<file path="src/rtl/avg_adc_pkg.sv">
// Shared constants and types of the averaging ADC controller.
// Assumes a word-aligned byte address map and a 4-bit channel field.
package avg_adc_pkg;
    localparam int CH_W   = 4;
    localparam int LOGN_W = 3;

    localparam int A_CTRL1  = 'h00;
    localparam int A_CTRL2  = 'h04;
    localparam int A_STATUS = 'h08;
    localparam int A_DATA   = 'h0C;
    localparam int A_INTEN  = 'h10;
    localparam int A_INTST  = 'h14;
    localparam int A_VER    = 'h20;

    localparam logic [31:0] VERSION_WORD = 32'h8000_0008;

    typedef struct packed {
        logic            fmt_bin;
        logic            eval20;
        logic            fast;
        logic [LOGN_W-1:0] log2n;
        logic [CH_W-1:0] chan;
    } cfg_t;
endpackage

</file>
<file path="src/rtl/avg_adc_seq.sv">
// Conversion sequencer and averaging accumulator.
// Runs 2^N steps of T cycles each on the configuration latched at start,
// captures the sample code on the last cycle of each step, and presents the
// formatted mean together with a one-cycle fin pulse.
// Assumes start, stop and srst are never asserted together with each other
// except srst, which dominates.
module avg_adc_seq
    import avg_adc_pkg::*;
#(
    parameter int CODE_W     = 12,
    parameter int EVAL_SHORT = 20,
    parameter int EVAL_LONG  = 40
) (
    input  logic              clk,
    input  logic              rst_n,
    input  logic              srst,
    input  logic              start,
    input  logic              stop,
    input  cfg_t              cfg,
    input  logic [CODE_W-1:0] smp_code,
    output logic              smp_req,
    output logic [CH_W-1:0]   smp_chan,
    output logic              fin,
    output logic [CODE_W-1:0] result
);
    localparam int IDX_W = (1 << LOGN_W) - 1;
    localparam int ACC_W = CODE_W + IDX_W;
    localparam int TW    = $clog2(EVAL_LONG);

    logic              busy;
    logic [TW-1:0]     cnt;
    logic [IDX_W-1:0]  idx;
    logic [ACC_W-1:0]  acc;
    cfg_t              lcfg;

    logic [TW-1:0]     tlim;
    logic [IDX_W:0]    nsmp;
    logic              step_end;
    logic              last;
    logic [ACC_W-1:0]  sum;
    logic [ACC_W-1:0]  avg_full;
    logic [CODE_W-1:0] avg;

    // Step length, sample count and the running sum including this step.
    always_comb begin
        tlim     = lcfg.eval20 ? TW'(EVAL_SHORT - 1) : TW'(EVAL_LONG - 1);
        nsmp     = {{IDX_W{1'b0}}, 1'b1} << lcfg.log2n;
        step_end = busy && (cnt == tlim);
        last     = ({1'b0, idx} == (nsmp - 1'b1));
        sum      = acc + {{IDX_W{1'b0}}, smp_code};
        avg_full = sum >> lcfg.log2n;
        avg      = avg_full[CODE_W-1:0];
        result   = lcfg.fmt_bin ? avg : {~avg[CODE_W-1], avg[CODE_W-2:0]};
        fin      = step_end && last && !start && !stop && !srst;
        smp_req  = busy && (cnt == '0);
        smp_chan = lcfg.chan;
    end

    // Sequencer state: launch, abort, step counting and accumulation.
    always_ff @(posedge clk) begin
        if (!rst_n || srst) begin
            busy <= 1'b0;
            cnt  <= '0;
            idx  <= '0;
            acc  <= '0;
            lcfg <= '0;
        end else if (start) begin
            busy <= 1'b1;
            cnt  <= '0;
            idx  <= '0;
            acc  <= '0;
            lcfg <= cfg;
        end else if (stop) begin
            busy <= 1'b0;
        end else if (busy) begin
            if (step_end) begin
                cnt <= '0;
                acc <= sum;
                if (last) busy <= 1'b0;
                else      idx  <= idx + 1'b1;
            end else begin
                cnt <= cnt + 1'b1;
            end
        end
    end

    p_start_req_r4: assert property (@(posedge clk) disable iff (!rst_n)
        (start && !srst) |=> smp_req);
    p_cnt_bound_r4: assert property (@(posedge clk) disable iff (!rst_n)
        busy |-> (cnt <= tlim));
    p_fin_idle_r6: assert property (@(posedge clk) disable iff (!rst_n)
        fin |=> !busy);
    p_stop_quiet_r8: assert property (@(posedge clk) disable iff (!rst_n)
        (stop && !srst) |=> !smp_req);
endmodule

</file>
<file path="src/rtl/avg_adc_regs.sv">
// Register file, command decode and interrupt logic.
// Decodes start, stop and soft reset from control 1 writes, holds the
// configuration, data, conversion-end and interrupt flags, and drives the
// combinational read mux. Assumes fin and its result arrive in the same cycle.
module avg_adc_regs
    import avg_adc_pkg::*;
#(
    parameter int CODE_W = 12,
    parameter int NCH    = 10,
    parameter int ADDR_W = 6
) (
    input  logic              clk,
    input  logic              rst_n,
    input  logic              bus_wr,
    input  logic [ADDR_W-1:0] bus_addr,
    input  logic [31:0]       bus_wdata,
    output logic [31:0]       bus_rdata,
    input  logic              fin,
    input  logic [CODE_W-1:0] fin_val,
    output logic              start,
    output logic              stop,
    output logic              srst,
    output cfg_t              cfg,
    output logic              irq
);
    logic              done_q;
    logic              int_en_q;
    logic              int_st_q;
    logic [CODE_W-1:0] data_q;
    logic              w_c1, w_c2, w_ie, w_is;

    // Write strobes and command decode for control 1.
    always_comb begin
        w_c1  = bus_wr && (bus_addr == ADDR_W'(A_CTRL1));
        w_c2  = bus_wr && (bus_addr == ADDR_W'(A_CTRL2));
        w_ie  = bus_wr && (bus_addr == ADDR_W'(A_INTEN));
        w_is  = bus_wr && (bus_addr == ADDR_W'(A_INTST));
        srst  = w_c1 && bus_wdata[2];
        start = w_c1 && !bus_wdata[2] && bus_wdata[0] && (int'(cfg.chan) < NCH);
        stop  = w_c1 && !bus_wdata[2] && !bus_wdata[0];
        irq   = int_st_q && int_en_q;
    end

    // Register storage with soft reset, completion capture and W1C.
    always_ff @(posedge clk) begin
        if (!rst_n || srst) begin
            cfg      <= '0;
            done_q   <= 1'b0;
            int_en_q <= 1'b0;
            int_st_q <= 1'b0;
            data_q   <= '0;
        end else begin
            if (w_c2) begin
                cfg.chan    <= bus_wdata[3:0];
                cfg.log2n   <= bus_wdata[6:4];
                cfg.fast    <= bus_wdata[8];
                cfg.eval20  <= bus_wdata[9];
                cfg.fmt_bin <= bus_wdata[10];
            end
            if (w_ie) int_en_q <= bus_wdata[0];
            if (fin)                      int_st_q <= 1'b1;
            else if (w_is && bus_wdata[0]) int_st_q <= 1'b0;
            if (start)    done_q <= 1'b0;
            else if (fin) done_q <= 1'b1;
            if (fin) data_q <= fin_val;
        end
    end

    // Combinational read mux; unmapped words read zero.
    always_comb begin
        case (bus_addr)
            ADDR_W'(A_CTRL2):  bus_rdata = {21'b0, cfg.fmt_bin, cfg.eval20, cfg.fast,
                                            1'b0, cfg.log2n, cfg.chan};
            ADDR_W'(A_STATUS): bus_rdata = {29'b0, done_q, 2'b0};
            ADDR_W'(A_DATA):   bus_rdata = {{(32-CODE_W){1'b0}}, data_q};
            ADDR_W'(A_INTEN):  bus_rdata = {31'b0, int_en_q};
            ADDR_W'(A_INTST):  bus_rdata = {31'b0, int_st_q};
            ADDR_W'(A_VER):    bus_rdata = VERSION_WORD;
            default:           bus_rdata = 32'b0;
        endcase
    end

    p_w1c_r9: assert property (@(posedge clk) disable iff (!rst_n)
        (w_is && bus_wdata[0] && !fin) |=> !int_st_q);
    p_data_hold_r7: assert property (@(posedge clk) disable iff (!rst_n)
        (!fin && !srst) |=> $stable(data_q));
    p_start_clr_r6: assert property (@(posedge clk) disable iff (!rst_n)
        start |=> !done_q);
    p_srst_clear_r10: assert property (@(posedge clk) disable iff (!rst_n)
        srst |=> (!done_q && !int_st_q && !irq));
endmodule

</file>
<file path="src/rtl/avg_adc_ctrl.sv">
// Top of the averaging ADC controller: register block plus sequencer.
// Assumes a single-cycle write bus and a sample port whose code is stable
// from the request until the end of the step.
module avg_adc_ctrl
    import avg_adc_pkg::*;
#(
    parameter int CODE_W     = 12,
    parameter int NCH        = 10,
    parameter int ADDR_W     = 6,
    parameter int EVAL_SHORT = 20,
    parameter int EVAL_LONG  = 40
) (
    input  logic              clk,
    input  logic              rst_n,
    input  logic              bus_wr,
    input  logic [ADDR_W-1:0] bus_addr,
    input  logic [31:0]       bus_wdata,
    output logic [31:0]       bus_rdata,
    output logic              smp_req,
    output logic [CH_W-1:0]   smp_chan,
    input  logic [CODE_W-1:0] smp_code,
    output logic              irq
);
    logic              start, stop, srst, fin;
    logic [CODE_W-1:0] fin_val;
    cfg_t              cfg;

    avg_adc_regs #(.CODE_W(CODE_W), .NCH(NCH), .ADDR_W(ADDR_W)) u_regs (
        .clk(clk), .rst_n(rst_n), .bus_wr(bus_wr), .bus_addr(bus_addr),
        .bus_wdata(bus_wdata), .bus_rdata(bus_rdata), .fin(fin),
        .fin_val(fin_val), .start(start), .stop(stop), .srst(srst),
        .cfg(cfg), .irq(irq)
    );

    avg_adc_seq #(.CODE_W(CODE_W), .EVAL_SHORT(EVAL_SHORT), .EVAL_LONG(EVAL_LONG)) u_seq (
        .clk(clk), .rst_n(rst_n), .srst(srst), .start(start), .stop(stop),
        .cfg(cfg), .smp_code(smp_code), .smp_req(smp_req),
        .smp_chan(smp_chan), .fin(fin), .result(fin_val)
    );
endmodule

</file>
<file path="config.mk">
export PLATFORM = sky130hd
export DESIGN_NAME = avg_adc_ctrl
export DESIGN_NICKNAME = d
export VERILOG_FILES = /design/src/rtl/avg_adc_pkg.sv /design/src/rtl/avg_adc_seq.sv /design/src/rtl/avg_adc_regs.sv /design/src/rtl/avg_adc_ctrl.sv
export SDC_FILE = /design/constraint.sdc
export NUM_CORES = 1
export LEC_CHECK = 0
export BUFFER_PORTS_ARGS = -buffer_cell sky130_fd_sc_hd__buf_2
export CORE_ASPECT_RATIO = 0.8
export CORE_UTILIZATION = 51
export DETAILED_ROUTE_END_ITERATION = 10
export GPL_ROUTABILITY_DRIVEN = 0
export PLACE_DENSITY = 0.78
export SLEW_MARGIN = 20
export SYNTH_ARGS = -nofsm -noshare
export SYNTH_HDL_FRONTEND = slang
export SYNTH_SLANG_ARGS = --single-unit
</file>
<file path="constraint.sdc">
create_clock -name clk -period 2.7 [get_ports clk]
set_input_delay 0.405 -clock clk [delete_from_list [all_inputs] [get_ports clk]]
set_output_delay 0.405 -clock clk [all_outputs]
set_load 0.01 [all_outputs]
</file>
# Word-level counts from Yosys, hierarchy flattened
# Index checks and enable logic that the tools add are counted.
dict set report word_totals {
  wordCells 77
  memories 0
  ram_bits 0
  inputBits 53
  register_bits 67
  output_inout_bits 38
  rom_bits 0
  latchBits 0
}
dict set report classes {
  mul 0
  order_cmp 1
  muxes 11
  bitwise_logic 3
  div_mod_pow 0
  reduce_logical 31
  addsub 4
  n_shift 2
  eq_ne 8
}
# op n
set ops {}
lappend ops {{one-hot mux 32 bit (6 select lines)} 1}
lappend ops {{adder 19 x 12 -> 19 bit} 1}
lappend ops {{>> shifter 19 x 3 -> 12 bit} 1}
lappend ops {{logical AND 1 bit} 17}
lappend ops {{equality test 6 x 4 -> 1 bit, second input constant} 2}
lappend ops {{equality test 6 x 5 -> 1 bit, second input constant} 2}
lappend ops {{zero test 6 bit} 2}
lappend ops {{2-to-1 mux 12 bit} 1}
lappend ops {{2-to-1 mux 6 bit} 2}
lappend ops {{equality test 7 x 8 -> 1 bit} 1}
lappend ops {{left shift 1 x 3 -> 8 bit, first input constant} 1}
lappend ops {{subtractor 8 x 1 -> 8 bit, second input constant} 1}
lappend ops {{adder 7 x 1 -> 7 bit, second input constant} 1}
lappend ops {{2-to-1 mux 1 bit} 7}
lappend ops {{adder 6 x 1 -> 6 bit, second input constant} 1}
lappend ops {{equality test 6 x 3 -> 1 bit, second input constant} 1}
lappend ops {{equality test 6 bit} 1}
lappend ops {{equality test 6 bit, second input constant} 1}
lappend ops {{zero test 1 bit} 6}
lappend ops {{less-than comparator 4 bit, second input constant} 1}
lappend ops {{AND reduction 4 bit} 1}
lappend ops {{inverter 1 bit} 3}
lappend ops {{AND reduction 3 bit} 1}
lappend ops {{AND reduction 2 bit} 1}
lappend ops {{other kinds (3)} 3}

# Logic depth before layout (Yosys ltp)
# Gate-level depths: netlist (run 1).
dict set report logic_depth {
  ltp_word 10
  ltp_mapped 17
  ltp_nobuf 13
}

# Modules after synthesis
# A second synthesis (run 1) with hierarchy kept.
dict set report hier_totals {
  hier_cells 558
  hier_area_um2 4677.0
}
# module n_inst seq_area_each_um2 cells_per_inst area_per_inst_um2
set modules_own_cells {}
lappend modules_own_cells {avg_adc_seq 1 840.8 399 3265.6}
lappend modules_own_cells {avg_adc_regs 1 500.5 159 1411.4}

# Least setup slack after synthesis (run 1)
# No wires, ideal clock.
dict set report synth_timing {
  path_type {flip-flop to flip-flop}
  start {register u_seq.lcfg[4] (netlist name)}
  end {register u_regs.data_q[9]}
  required_time_ns 2.630
  period_less_slack_ns 2.907
  t_arrival_ns 2.837
  setup_ns 0.070
  path_stages_with_launch 16
  path_slack_ns -0.207
  path_buffers 4
  cell_sequence {dfxtp_1 buf_6 inv_2 clkbuf_1 nand2_1 ha_1 buf_2 xnor2_2 xnor2_1 o31ai_1 nand2_1 nor4_4 and4b_1 buf_2 or3b_1 a21oi_1}
}
dict set report synth_between {
  elab_chain_len 7
  word_cells_on_any_way 9
  cone_classes {1 x add/sub; 1 x eq/ne; 2 x shift; 1 x mux; 4 x reduce/logical}
}
# item line
set synth_rtl {}
lappend synth_rtl {{from (decl)} avg_adc_seq.sv:34} ;# cfg_t lcfg;
lappend synth_rtl {{from (signal assigned)} avg_adc_seq.sv:72} ;# lcfg <= cfg;
lappend synth_rtl {{left shift 1 x 3 -> 8 bit} avg_adc_seq.sv:47} ;# nsmp = {{IDX_W{1'b0}}, 1'b1} << lcfg.log2n;
lappend synth_rtl {{subtractor 8 x 1 -> 8 bit} avg_adc_seq.sv:49} ;# last = ({1'b0, idx} == (nsmp - 1'b1));
lappend synth_rtl {{equality test 7 x 8 -> 1 bit} avg_adc_seq.sv:49}
lappend synth_rtl {{logical AND 1 bit (4 in a row)} avg_adc_seq.sv:54} ;# fin = step_end && last && !start && !stop && !srst;
lappend synth_rtl {{to (signal assigned)} avg_adc_regs.sv:65} ;# if (fin) data_q <= fin_val;
lappend synth_rtl {{to (decl)} avg_adc_regs.sv:29} ;# logic [CODE_W-1:0] data_q;
# Parallel ways exist; a longest one is shown, timed or not.
# A chain may end at the register's enable or synchronous reset.

# Worst setup path in the final report (run 1)
dict set report layout_timing {
  start {register u_seq.acc[0]}
  end {register u_regs.data_q[9]}
}
dict set report layout_between {
  elab_chain_len 3
}
# item line
set layout_rtl {}
lappend layout_rtl {{from (decl)} avg_adc_seq.sv:33} ;# logic [ACC_W-1:0] acc;
lappend layout_rtl {{from (signal assigned)} avg_adc_seq.sv:78} ;# acc <= sum;
lappend layout_rtl {{adder 19 x 12 -> 19 bit} avg_adc_seq.sv:50} ;# sum = acc + {{IDX_W{1'b0}}, smp_code};
lappend layout_rtl {{>> shifter 19 x 3 -> 12 bit} avg_adc_seq.sv:51} ;# avg_full = sum >> lcfg.log2n;
lappend layout_rtl {{2-to-1 mux 12 bit} avg_adc_seq.sv:53} ;# result = lcfg.fmt_bin ? avg : {~avg[CODE_W-1], avg[CODE_W-2:0]};
# No other way between the ends.

==> impl_results.md, run 1 <==
* Outcome: complete, no violations
* Placeable Area at 8600 sq um
* Placed standard-cell area at ~5100 sq um
* Clock transition at the register clock pins on the worst setup and hold paths after CTS at ~0.07 ns
* Total of buffers placed on input and output ports at a little under 50
* Worst setup path category: flip-flop to flip-flop
* Synth unique cells at 70
* Max_cap viols at 0
* Initial core utilization at between 50 and 60%
* Worst Setup Start Kind: flip-flop
* Mean instance size in the synthesized netlist at roughly 8.0 sq um
* Unrepaired setup endpoints after global routing: true
* Inserted Clock Buffers at 9
* Highest clock rate at 371 MHz
* Switching part of the total power at a little under a quarter
* Part of the power in the clock network at 47.1%
* Worst-case clock buffer depth at 2
* Met3 WL post-DR at about 690 um
* DR top layer: met4
* Post-synth EDFFs at 0
* Power share of the sequential group at roughly 45%
* VDD IR max at ~0.00032 V
* Final net count at a little over 700
* R2R Path End: u_regs.data_q[9]
* Synth async-reset ratio at 0%
* TritonCTS clock tree: built
* Most used DFF post-synth: dfxtp_1
* Critical path endpoint category: flip-flop
* Seq cells post-synth at 67
* Leakage power at approximately 2.4 nW
* Final critical delay including setup and external delays at ~2.7 ns
* P per Cell Area at 404 nW/um^2
* Final Hold Violating Endpoints at 0
* Clock sinks at 67
* Worst flop-to-flop path startpoint: u_seq.acc[0]
* HP Class: primary input to flip-flop
* Largest area contributor in the netlist: dfxtp_1
* Required @ worst endpoint at roughly 3 ns
* Final design area excluding fillers at 5440 sq um
* Post-synthesis mux area share at ~9%
* Worst skew pair latency at between 0.3 and 0.4 ns
* Top post-synthesis cells by area: dfxtp_1 29%, mux2i_1 7.9%, nor2_1 7.3%
* Largest fanout on the critical path at 6
* Hold Buf Count CTS at 0
* Library cell used as clock root buffer: clkbuf_8
* Internal power component at roughly 1.7 mW
* Most common library cell in the layout ignoring fill and taps: nor2_1
* Number of global-route vias before repair at 3,937
* Startpoint of the worst setup timing path: u_seq.acc[0]
* Metal1 wirelength at around 4800 um
* Number of instances in the synthesized netlist at 573
* Fraction of synthesized cell area in xor and xnor cells at ~8.2%
* Fin crit share at 99.8%
* Share of the synthesized area in the top cell type at 29.2%
* Global route total overflow at 0
* Total Die Area at approximately 9400 sq um
* Tightest hold margin at slightly above 0.3 ns
* Share of cells above drive strength 1 at approximately 25%
* Adder-Cell Fraction of Synth Area at under 10%
* Total via count after detailed routing at approximately 4.2k
* R2R depth at 12
* Wire length per cell after detailed routing at 14.4 um
* Routed wire length on met2 at ~5300 um
* First-pass GRT wire length at ~18,000 um
* Initial antenna violation count at 0
* Final number of max-transition violations at 0
* Die extent in y at between 80 and 90 um
* Overall routing resource usage at a little under a quarter
* Fin Setup TNS at 0 ns
* Antenna viol nets, final at 0
* Fraction of the mapped netlist area in simple logic gates at 23.0%
* Place WS at -0.261 ns
* WHS Path Cells at 3
* Largest family of logic cells by synthesized area: simple AND/OR/NAND/NOR gates
* Fraction of power consumed by combinational cells at a little under 8%
* DP Wirelength at approximately 7900 um
* Routed wire length at around 11,000 um
* Final core utilization at between 60% and 70%
* Final clock skew at around 0.011 ns
* Most frequent cells in the layout: 87 x nor2_1, 66 x dfxtp_1, 51 x nand2_1
* Worst min-delay path startpoint: bus_wdata[3]
* Count of boundary I/O pins at 91
* Sequential cell area fraction in the yosys report at ~29%
* Mean number of vias per cell at between 5 and 6
* DIE WIDTH at 108 um
* Data arrival time of the critical path at approximately 3.0 ns
* Worst-case setup margin in the final layout at 0.00538 ns
* Final setup viols at 0
* Post-synth design cell area at roughly 4600 sq um
* Largest net degree at the start of global routing at 39
* Detailed-route DRC error count at 0
* Worst reg2reg setup slack at ~0.0054 ns
* Total iterations of the first detailed-routing run at 5
* Synth Area in Compound Gates at about 18%
* Row count at 30
* Initial drt markers at roughly 230
* Ant. Diodes at 0
* Level count of the clock H-tree at 3
* Switching power summed over all nets at 0.498 mW
* YS warnings at 0
* Worst hold endpoint: u_regs.cfg[3]
* Layout area overhead at 18.6%
metal layers:
layer | GRT usage (%) | up-vias
met2 | 38.4 | 127
met4 | 9.46 | 0
met5 | 0 | -
li1 | - | 2098
met3 | 6.69 | 18
met1 | 30.1 | 2006
power groups by stage:
stage | sequential, mW | combinational [mW] | clock [mW]
6_report | 0.989 | 0.173 | 1.03
3_3_place_gp | 1.01 | 0.163 | 0
4_1_cts | 0.989 | 0.168 | 1.05
5_1_grt | 0.988 | 0.188 | 1.09
3_5_place_dp | 1.01 | 0.166 | 0
2_1_floorplan | 1.01 | 0.113 | 0
flip-flops by register name, indices dropped and copies added, names as in the netlist:
signal           cells
u_seq.acc           19
u_regs.data_q       12
u_regs.cfg          10
u_seq.idx            7
u_seq.cnt            6
u_seq.lcfg           5
u_seq.smp_chan       4
u_regs.done_q        1
u_regs.int_en_q      1
u_regs.int_st_q      1
u_seq.busy           1
critical path, stage by stage (launching register included):
cell	delay [ns]
dfxtp_2	0.35
ha_4	0.15
inv_2	0.04
fa_2	0.34
nand2b_4	0.16
a21oi_4	0.15
a31oi_4	0.12
o21a_4	0.25
o311a_1	0.31
mux2i_2	0.18
a21oi_1	0.09
or3b_1	0.37
a21oi_1	0.12
cell usage after synthesis, types with 4 or more instances:
master,instances
nor2_1,89
dfxtp_1,67
nand2_1,51
a21oi_1,44
mux2i_1,36
buf_4,26
o21ai_0,25
nand3_1,21
xnor2_1,21
xor2_1,18
ha_1,16
clkbuf_1,15
buf_2,10
nor3_1,8
a22o_1,7
inv_1,7
nand4_1,7
o21ai_1,7
and2_1,6
nand2b_1,6
and3_1,5
nor2b_1,5
a211oi_1,4
mux2_2,4
how the worst max path moves through the flow:
stage                             end  slack, ns  cells past startpoint
detailed placement   u_regs.data_q[9]      -0.26                     13
floorplan            u_regs.data_q[9]      0.005                     12
global placement     u_regs.data_q[9]      -0.21                     13
global route        u_regs.data_q[11]      -0.12                     13
finish               u_regs.data_q[9]      0.005                     12
CTS                  u_regs.data_q[9]      -0.01                     12
area by class of cell:
type | instances | area [sq um]
clock inverters | 4 | 97.6
well taps | 112 | 140
flip-flops and latches | 67 | 1340
clock buffers | 12 | 145
multi-input cells | 460 | 3050
inverters | 9 | 33.8
fillers | 718 | 3160
repair buffers | 97 | 631
stage by stage:
| stage | cells | total power [mW] |
|---|---|---|
| floorplan | 591 | 1.12 |
| global placement | 743 | 1.17 |
| detailed placement | 743 | 1.18 |
| CTS | 761 | 2.21 |
| global route | 761 | 2.26 |
| finish | 761 | 2.20 |
cells by family (layout without fill, tap and decap cells):
group,Yosys count,count (layout)
XOR/XNOR,41,41
multiplexers,40,40
other,1,19
buffers and inverters,64,122
adder cells (fa/ha/maj),17,17
AO/OA/AOI/OAI,122,122
AND/OR/NAND/NOR,221,221
flip-flops,67,67
what timing repair did:
action,4_1_cts,5_1_grt
cloned,0,0
pin swaps,12,14
setup endpoints to repair,5,16
resized for setup,6,14
setup buffers,2,1
No activity file was read; power rests on OpenSTA's default activity.
==> inputs of run 2 (changes only) <==
- PLACE_DENSITY: 0.78 -> default
- PLACE_DENSITY_LB_ADDON: default -> 0.05
- SYNTH_HIERARCHICAL: default -> 1
==> impl_results.md, run 2 <==
* Share of cells above drive strength 1 at 29.9% (+4.9 points)
* VDD IR max at 0.000438 V (+36%)
* Violations in the final reports: setup timing
* Initial antenna violation count at 0 (unchanged)
* Fillers at 742 (+3.3%)
* Metal1 wirelength at 5890 um (+22%)
* Final Total Pwr at 2.33 mW (+6.2%)
* Ant. Diodes at 0 (unchanged)
* Clock transition at the register clock pins on the worst setup and hold paths after CTS at 0.06 ns (about the same)
* Worst-case clock buffer depth at 2 (unchanged)
* Final setup viols at 8 (+8)
* Final Hold Violating Endpoints at 0 (unchanged)
* Library cell used as clock root buffer: clkbuf_16
* Measured slew at the worst slew-check pin at 0.638 ns
* Seq cells post-synth at 67 (unchanged)
* Most common library cell in the layout ignoring fill and taps: buf_4
* Layout area overhead at 24.7%
* Max_cap viols at 0 (unchanged)
* Synth async-reset ratio at 0% (unchanged)
* Final clock skew at 0.00788 ns (-0.00355 ns)
* Worst Setup Start Kind: flip-flop
* Place WS at -0.431 ns (-0.170 ns)
* Mean instance size in the synthesized netlist at 8.38 sq um (+4.7%)
* Global route total overflow at 0 (unchanged)
* Number of instances in the synthesized netlist at 558 (-2.6%)
* Overall routing resource usage at 26.3% (+2.5 points)
* Initial core utilization at 53.9% (+0.59 points)
* Inserted Clock Buffers at 9 (unchanged)
* Final design area excluding fillers at 5830 sq um (+7.2%)
* Largest fanout on the critical path at 4 (-2)
* Worst skew pair latency at 0.34 ns (about the same)
* Power share of the sequential group at 42.4% (-2.6 points)
* Hold Buf Count CTS at 0 (unchanged)
* Die extent in y at 87.7 um (+0.97%)
* Internal power component at 1.74 mW (+2.2%)
* Highest clock rate at 350 MHz (-5.6%)
* Routed wire length at 12,000 um (+9.2%)
* Worst-case setup margin in the final layout at -0.153 ns (-0.159 ns)
* Part of the power in the clock network at 48.7% (+1.6 points)
* HP Class: primary input to flip-flop
* R2R depth at 12 (unchanged)
* Largest area contributor in the netlist: dfxtp_1
* Leakage power at 2.40 nW (+0.32%)
* Top post-synthesis cells by area: dfxtp_1 29%, mux2i_1 7.1%, nor2_1 4.6%
* Worst setup path category: flip-flop to flip-flop
* DIE WIDTH at 109 um (+0.97%)
* Worst min-delay path startpoint: bus_wdata[8]
* Level count of the clock H-tree at 3 (unchanged)
* DP Wirelength at 9020 um (+14%)
* Count of boundary I/O pins at 91 (unchanged)
* Worst hold endpoint: u_regs/cfg[7]
* Switching part of the total power at 25.6% (+2.9 points)
* Tightest hold margin at 0.314 ns (+0.0115 ns)
* Final critical delay including setup and external delays at 2.85 ns (+0.159 ns)
* Required @ worst endpoint at 2.92 ns (-0.06 ns)
* Final number of max-transition violations at 0 (unchanged)
* Fin crit share at 106% (+5.9 points)
* P per Cell Area at 400 nW/um^2 (-1.0%)
* Row count at 30 (unchanged)
* Largest net degree at the start of global routing at 32 (-18%)
* Most frequent cells in the layout: 70 x buf_4, 64 x dfxtp_1, 56 x nor2_1
* Leading registers by flop count: u_seq/acc x19, u_regs/data_q x12, u_regs/cfg x10
* Most instantiated library cell after synthesis: dfxtp_1
* Routed wire length on met2 at 5320 um (+1.3%)
* Data arrival time of the critical path at 3.07 ns (+0.10 ns)
* Placed standard-cell area at 5390 sq um (+5.8%)
* Worst reg2reg setup slack at -0.15 ns (-0.16 ns)
* Switching power summed over all nets at 0.596 mW (+20%)
* WHS Path Cells at 3 (unchanged)
* Register ranked first by flip-flop count: u_seq/acc
* R2R Path End: u_regs/data_q[7]
* Final core utilization at 67.2% (+4.0 points)
* Outcome: finished with violations
* Worst flop-to-flop path startpoint: u_seq/acc[0]
* Wire length per cell after detailed routing at 15.6 um (+8.2%)
* Post-synth design cell area at 4680 sq um (+2.0%)
* Synth cell count leaders: 67 x dfxtp_1, 57 x nor2_1, 49 x nand2_1, 40 x a21oi_1, 33 x mux2i_1
* Critical path endpoint category: flip-flop
* Met3 WL post-DR at 656 um (-5.1%)
* Placeable Area at 8670 sq um (+0.87%)
* Number of global-route vias before repair at 3,840 (-2.5%)
* Most used DFF post-synth: dfxtp_1
* YS warnings at 6 (+6)
* Total via count after detailed routing at 4,285 (+0.85%)
* Share of the synthesized area in the top cell type at 28.7% (-0.57 points)
* Max_slew headroom at 57.3%
* DR top layer: met4
* Detailed-route DRC error count at 0 (unchanged)
* First-pass GRT wire length at 19,100 um (+8.2%)
* Antenna viol nets, final at 0 (unchanged)
* Sequential cell area fraction in the yosys report at 28.7% (-0.57 points)
* Clock sinks at 67 (unchanged)
* Post-synth EDFFs at 0 (unchanged)
* Final net count at 721 (+0.98%)
* Number of flip-flops under the largest register name at 19 (unchanged)
* Fraction of power consumed by combinational cells at 8.9% (+1.0 points)
* Total iterations of the first detailed-routing run at 5 (unchanged)
* Synth unique cells at 72 (+2.9%)
* Initial drt markers at 313 (+35%)
* Total Die Area at 9560 sq um (+2.0%)
* Mean number of vias per cell at 5.58 (about the same)
* Unrepaired setup endpoints after global routing: true
* TritonCTS clock tree: built
* Total of buffers placed on input and output ports at 49 (unchanged)
==> run 2: worst max path at each step <==
stage                       startpoint               end  slack [ns]  cells past startpoint
after global placement     smp_code[0]  u_regs/data_q[3]       -0.36                     13
after floorplan            smp_code[0]  u_regs/data_q[5]       -0.09                     12
final                     u_seq/acc[0]  u_regs/data_q[7]       -0.15                     12
after global routing      u_seq/acc[0]  u_regs/data_q[7]       -0.27                     12
after detailed placement   smp_code[1]  u_regs/data_q[9]       -0.43                     11
after CTS                 u_seq/acc[0]  u_regs/data_q[7]       -0.16                     12
==> run 2: area by class of cell <==
class	count	area (sq um)	area share [%]
clock inverters	6	50.0	0.858
inverters	15	57.6	0.987
well taps	112	140	2.40
flip-flops and latches	67	1350	23.1
multi-input cells	438	3210	55.0
clock buffers	10	239	4.10
repair buffers	120	791	13.6
==> run 2: power groups by stage <==
stage / logic, mW / registers [mW] / clock network (mW)
3_3_place_gp: 0.194 / 1.01 / 0
3_5_place_dp: 0.197 / 1.01 / 0
2_1_floorplan: 0.135 / 1.01 / 0
4_1_cts: 0.203 / 0.990 / 1.16
5_1_grt: 0.226 / 0.989 / 1.20
6_report: 0.208 / 0.990 / 1.13
==> run 2: through the flow <==
step / cells / TNS, ns
after global placement: 746 / -3.31
after detailed placement: 746 / -3.78
after floorplan: 576 / -0.325
after global routing: 768 / -1.92
after CTS: 765 / -0.840
final: 768 / -0.772
==> run 2: layer usage <==
metal,vias to the layer above,GRT usage (%)
met5,-,0
li1,2138,-
met4,0,6.88
met2,124,41.2
met3,6,5.36
met1,2017,36.9
==> run 2: timing repair <==
item	in CTS	in global routing
setup endpoints to repair	11	16
pin swaps	6	6
resized for setup	13	11
setup buffers	3	3
==> run 2: logic make-up after synthesis <==
family | synth area share (%)
buffers and inverters | 8.37
xor gates and xnor gates | 6.93
and+or+nand+nor | 21.6
muxes | 12.3
other | 0.0802
AOI/OAI and AO/OA | 17.4
DFF | 28.7
adders and majority gates | 4.71
==> run 2: worst max-delay path, stage by stage (launching register included) <==
cell and delay [ns]:
dfxtp_2 0.33, ha_4 0.16, inv_2 0.05, fa_2 0.22, nor2b_4 0.05, o2111a_1 0.22, or3_4 0.35, a221oi_4 0.26
xnor2_2 0.13, mux2_4 0.29, mux4_2 0.45, mux2i_1 0.17, nor2_1 0.05
==> inputs of run 3 (changes only) <==
- PLACE_DENSITY: default -> 0.82
- PLACE_DENSITY_LB_ADDON: 0.05 -> default
- TNS_END_PERCENT: default -> 10
==> impl_results.md, run 3 (synthesized netlist as in run 2, its figures left out) <==
* Outcome: finished with violations
* Violations in the final reports: setup timing
* Total via count after detailed routing at 4,472 (+4.4%)
* TritonCTS clock tree: built
* Buffer and inverter count on the worst path at 1 (unchanged)
* Worst flop-to-flop path startpoint: u_seq/acc[0]
* Placed standard-cell area at 5300 sq um (-1.7%)
* Row count at 30 (unchanged)
* Worst setup path category: flip-flop to flip-flop
* Total Die Area at 9560 sq um (unchanged)
* Wire length per cell after detailed routing at 16.5 um (+5.7%)
* Final Hold Violating Endpoints at 0 (unchanged)
* Measured slew at the worst slew-check pin at 0.662 ns (+0.0243 ns)
* Final setup viols at 9 (+1)
* Layout area overhead at 24.2%
* VDD IR max at 0.000454 V (+3.6%)
* Most frequent cells in the layout: 64 x dfxtp_1, 59 x buf_4, 56 x nor2_1
* P per Cell Area at 443 nW/um^2 (+11%)
* Critical path depth in cells at 12 (unchanged)
* Detailed-route DRC error count at 0 (unchanged)
* Final clock skew at 0.00674 ns (-0.00114 ns)
* Worst-case clock buffer depth at 2 (unchanged)
* Critical path endpoint category: flip-flop
* Worst skew pair latency at 0.34 ns (about the same)
* Ant. Diodes at 0 (unchanged)
* Clock sinks at 67 (unchanged)
* Crit-path slowest cell: mux4_2
* Data arrival time of the critical path at 3.11 ns (+0.04 ns)
* Final core utilization at 67.0% (-0.27 points)
* CP cell instances: ha_4, inv_2, fa_2, nor2b_4, o2111a_1, or3_4, a221oi_4, xnor2_2, mux2_4, mux4_2, mux2i_1, nor2_1
* Initial drt markers at 417 (+33%)
* Max_slew headroom at 55.7% (-1.6 points)
* Largest net degree at the start of global routing at 32 (unchanged)
* Worst-case setup margin in the final layout at -0.194 ns (-0.0408 ns)
* Max_cap viols at 0 (unchanged)
* Library cell used as clock root buffer: clkbuf_16
* Final critical delay including setup and external delays at 2.89 ns (+0.0408 ns)
* Final net count at 711 (-1.4%)
* Clock transition at the register clock pins on the worst setup and hold paths after CTS at 0.06 ns (about the same)
* Worst min-delay path startpoint: bus_wdata[3]
* Final design area excluding fillers at 5810 sq um (-0.41%)
* R2R depth at 12 (unchanged)
* Register ranked first by flip-flop count: u_seq/acc
* Total iterations of the first detailed-routing run at 5 (unchanged)
* Number of global-route vias before repair at 4,251 (+11%)
* Number of flip-flops under the largest register name at 19 (unchanged)
* Global route total overflow at 0 (unchanged)
* Overall routing resource usage at 27.0% (+0.70 points)
* Count of boundary I/O pins at 91 (unchanged)
* Initial core utilization at 53.9% (unchanged)
* Hold Buf Count CTS at 0 (unchanged)
* Antenna viol nets, final at 0 (unchanged)
* Most common library cell in the layout ignoring fill and taps: dfxtp_1
* Startpoint of the worst setup timing path: u_seq/acc[0]
* Mean number of vias per cell at 5.90 (+5.7%)
* DP Wirelength at 8910 um (-1.2%)
* Leading registers by flop count: u_seq/acc x19, u_regs/data_q x12, u_regs/cfg x10
* Worst Setup Start Kind: flip-flop
* DIE WIDTH at 109 um (unchanged)
* Routed wire length at 12,500 um (+4.4%)
* WHS Path Cells at 3 (unchanged)
* Leakage power at 2.38 nW (-0.78%)
* Highest clock rate at 346 MHz (-1.4%)
* HP Class: primary input to flip-flop
* Die extent in y at 87.7 um (unchanged)
* Level count of the clock H-tree at 3 (unchanged)
* Kind of cell adding the most delay to the critical path: multiplexers
* Tightest hold margin at 0.319 ns (+0.00486 ns)
* Place WS at -0.477 ns (-0.0460 ns)
* Maximum cell stage delay along the critical path at 0.48 ns (+0.03 ns)
* Initial antenna violation count at 0 (unchanged)
* Unrepaired setup endpoints after global routing: true
* Final Total Pwr at 2.57 mW (+10%)
* Share of cells above drive strength 1 at 28.6% (-1.2 points)
* Final number of max-transition violations at 0 (unchanged)
* Placeable Area at 8670 sq um (unchanged)
* First-pass GRT wire length at 20,100 um (+5.2%)
* Inserted Clock Buffers at 9 (unchanged)
* Required @ worst endpoint at 2.92 ns (about the same)
* Fin crit share at 107% (+1.5 points)
* Total of buffers placed on input and output ports at 49 (unchanged)
* Largest fanout on the critical path at 4 (unchanged)
## run 3: cell types whose count changed in the layout (fill, tap and decap cells not counted), sizes merged
cell	previous run	this run
clkbuf	10	9
buf	120	110
bufinv	0	3
clkinvlp	2	1
inv	15	16
clkinv	4	2
## run 3: tightest hold or removal path, delay by kind of cell
kind	cells	cell delay (ns)
AND/OR/NAND/NOR	1	0.05
AO/OA/AOI/OAI	1	0.05
buffers and inverters	1	0.10
## run 3: stage by stage
stage	setup TNS, ns	std cells
2_1_floorplan	-0.872	576
3_3_place_gp	-3.60	739
3_5_place_dp	-4.51	739
4_1_cts	-1.38	757
5_1_grt	-2.22	758
6_report	-1.01	758
## run 3: final timing paths
check / end / slack, ns
setup / recovery: u_regs/data_q[9] / -0.19
hold reg to reg: u_seq/acc[6] / 0.46
hold / removal: u_regs/cfg[3] / 0.32
setup reg to reg: u_regs/data_q[9] / -0.19
## run 3: report_power, final
part	total (mW)	internal, mW	switching (mW)
sequential	0.990	0.989	0.000840
clock	1.38	0.910	0.473
combinational	0.199	0.0857	0.113
total	2.57	1.98	0.588
## run 3: per-layer routing
metal  vias up  GRT usage [%]  share of wire (%)
li1       2111              -                  -
met1      2160           34.3                 43
met2       179           45.3                 48
met3        22           5.58                6.4
met4         0           10.1                1.9
met5         -              0                  0
## run 3: layout make-up
| class | count | area (sq um) |
|---|---|---|
| multi-input combinational | 438 | 3190 |
| fill | 685 | 2860 |
| sequential | 67 | 1350 |
| timing repair buffer | 110 | 728 |
| clock buffer | 9 | 225 |
| tap | 112 | 140 |
| clock inverter | 7 | 124 |
| inverter | 15 | 57.6 |
## run 3: repair_timing
item	4_1_cts	5_1_grt
endpoints found under the setup margin	12	15
gates resized for setup	16	17
setup buffers	2	1
endpoints found under the hold margin	0	0
pin swaps	7	6
gates cloned	0	0
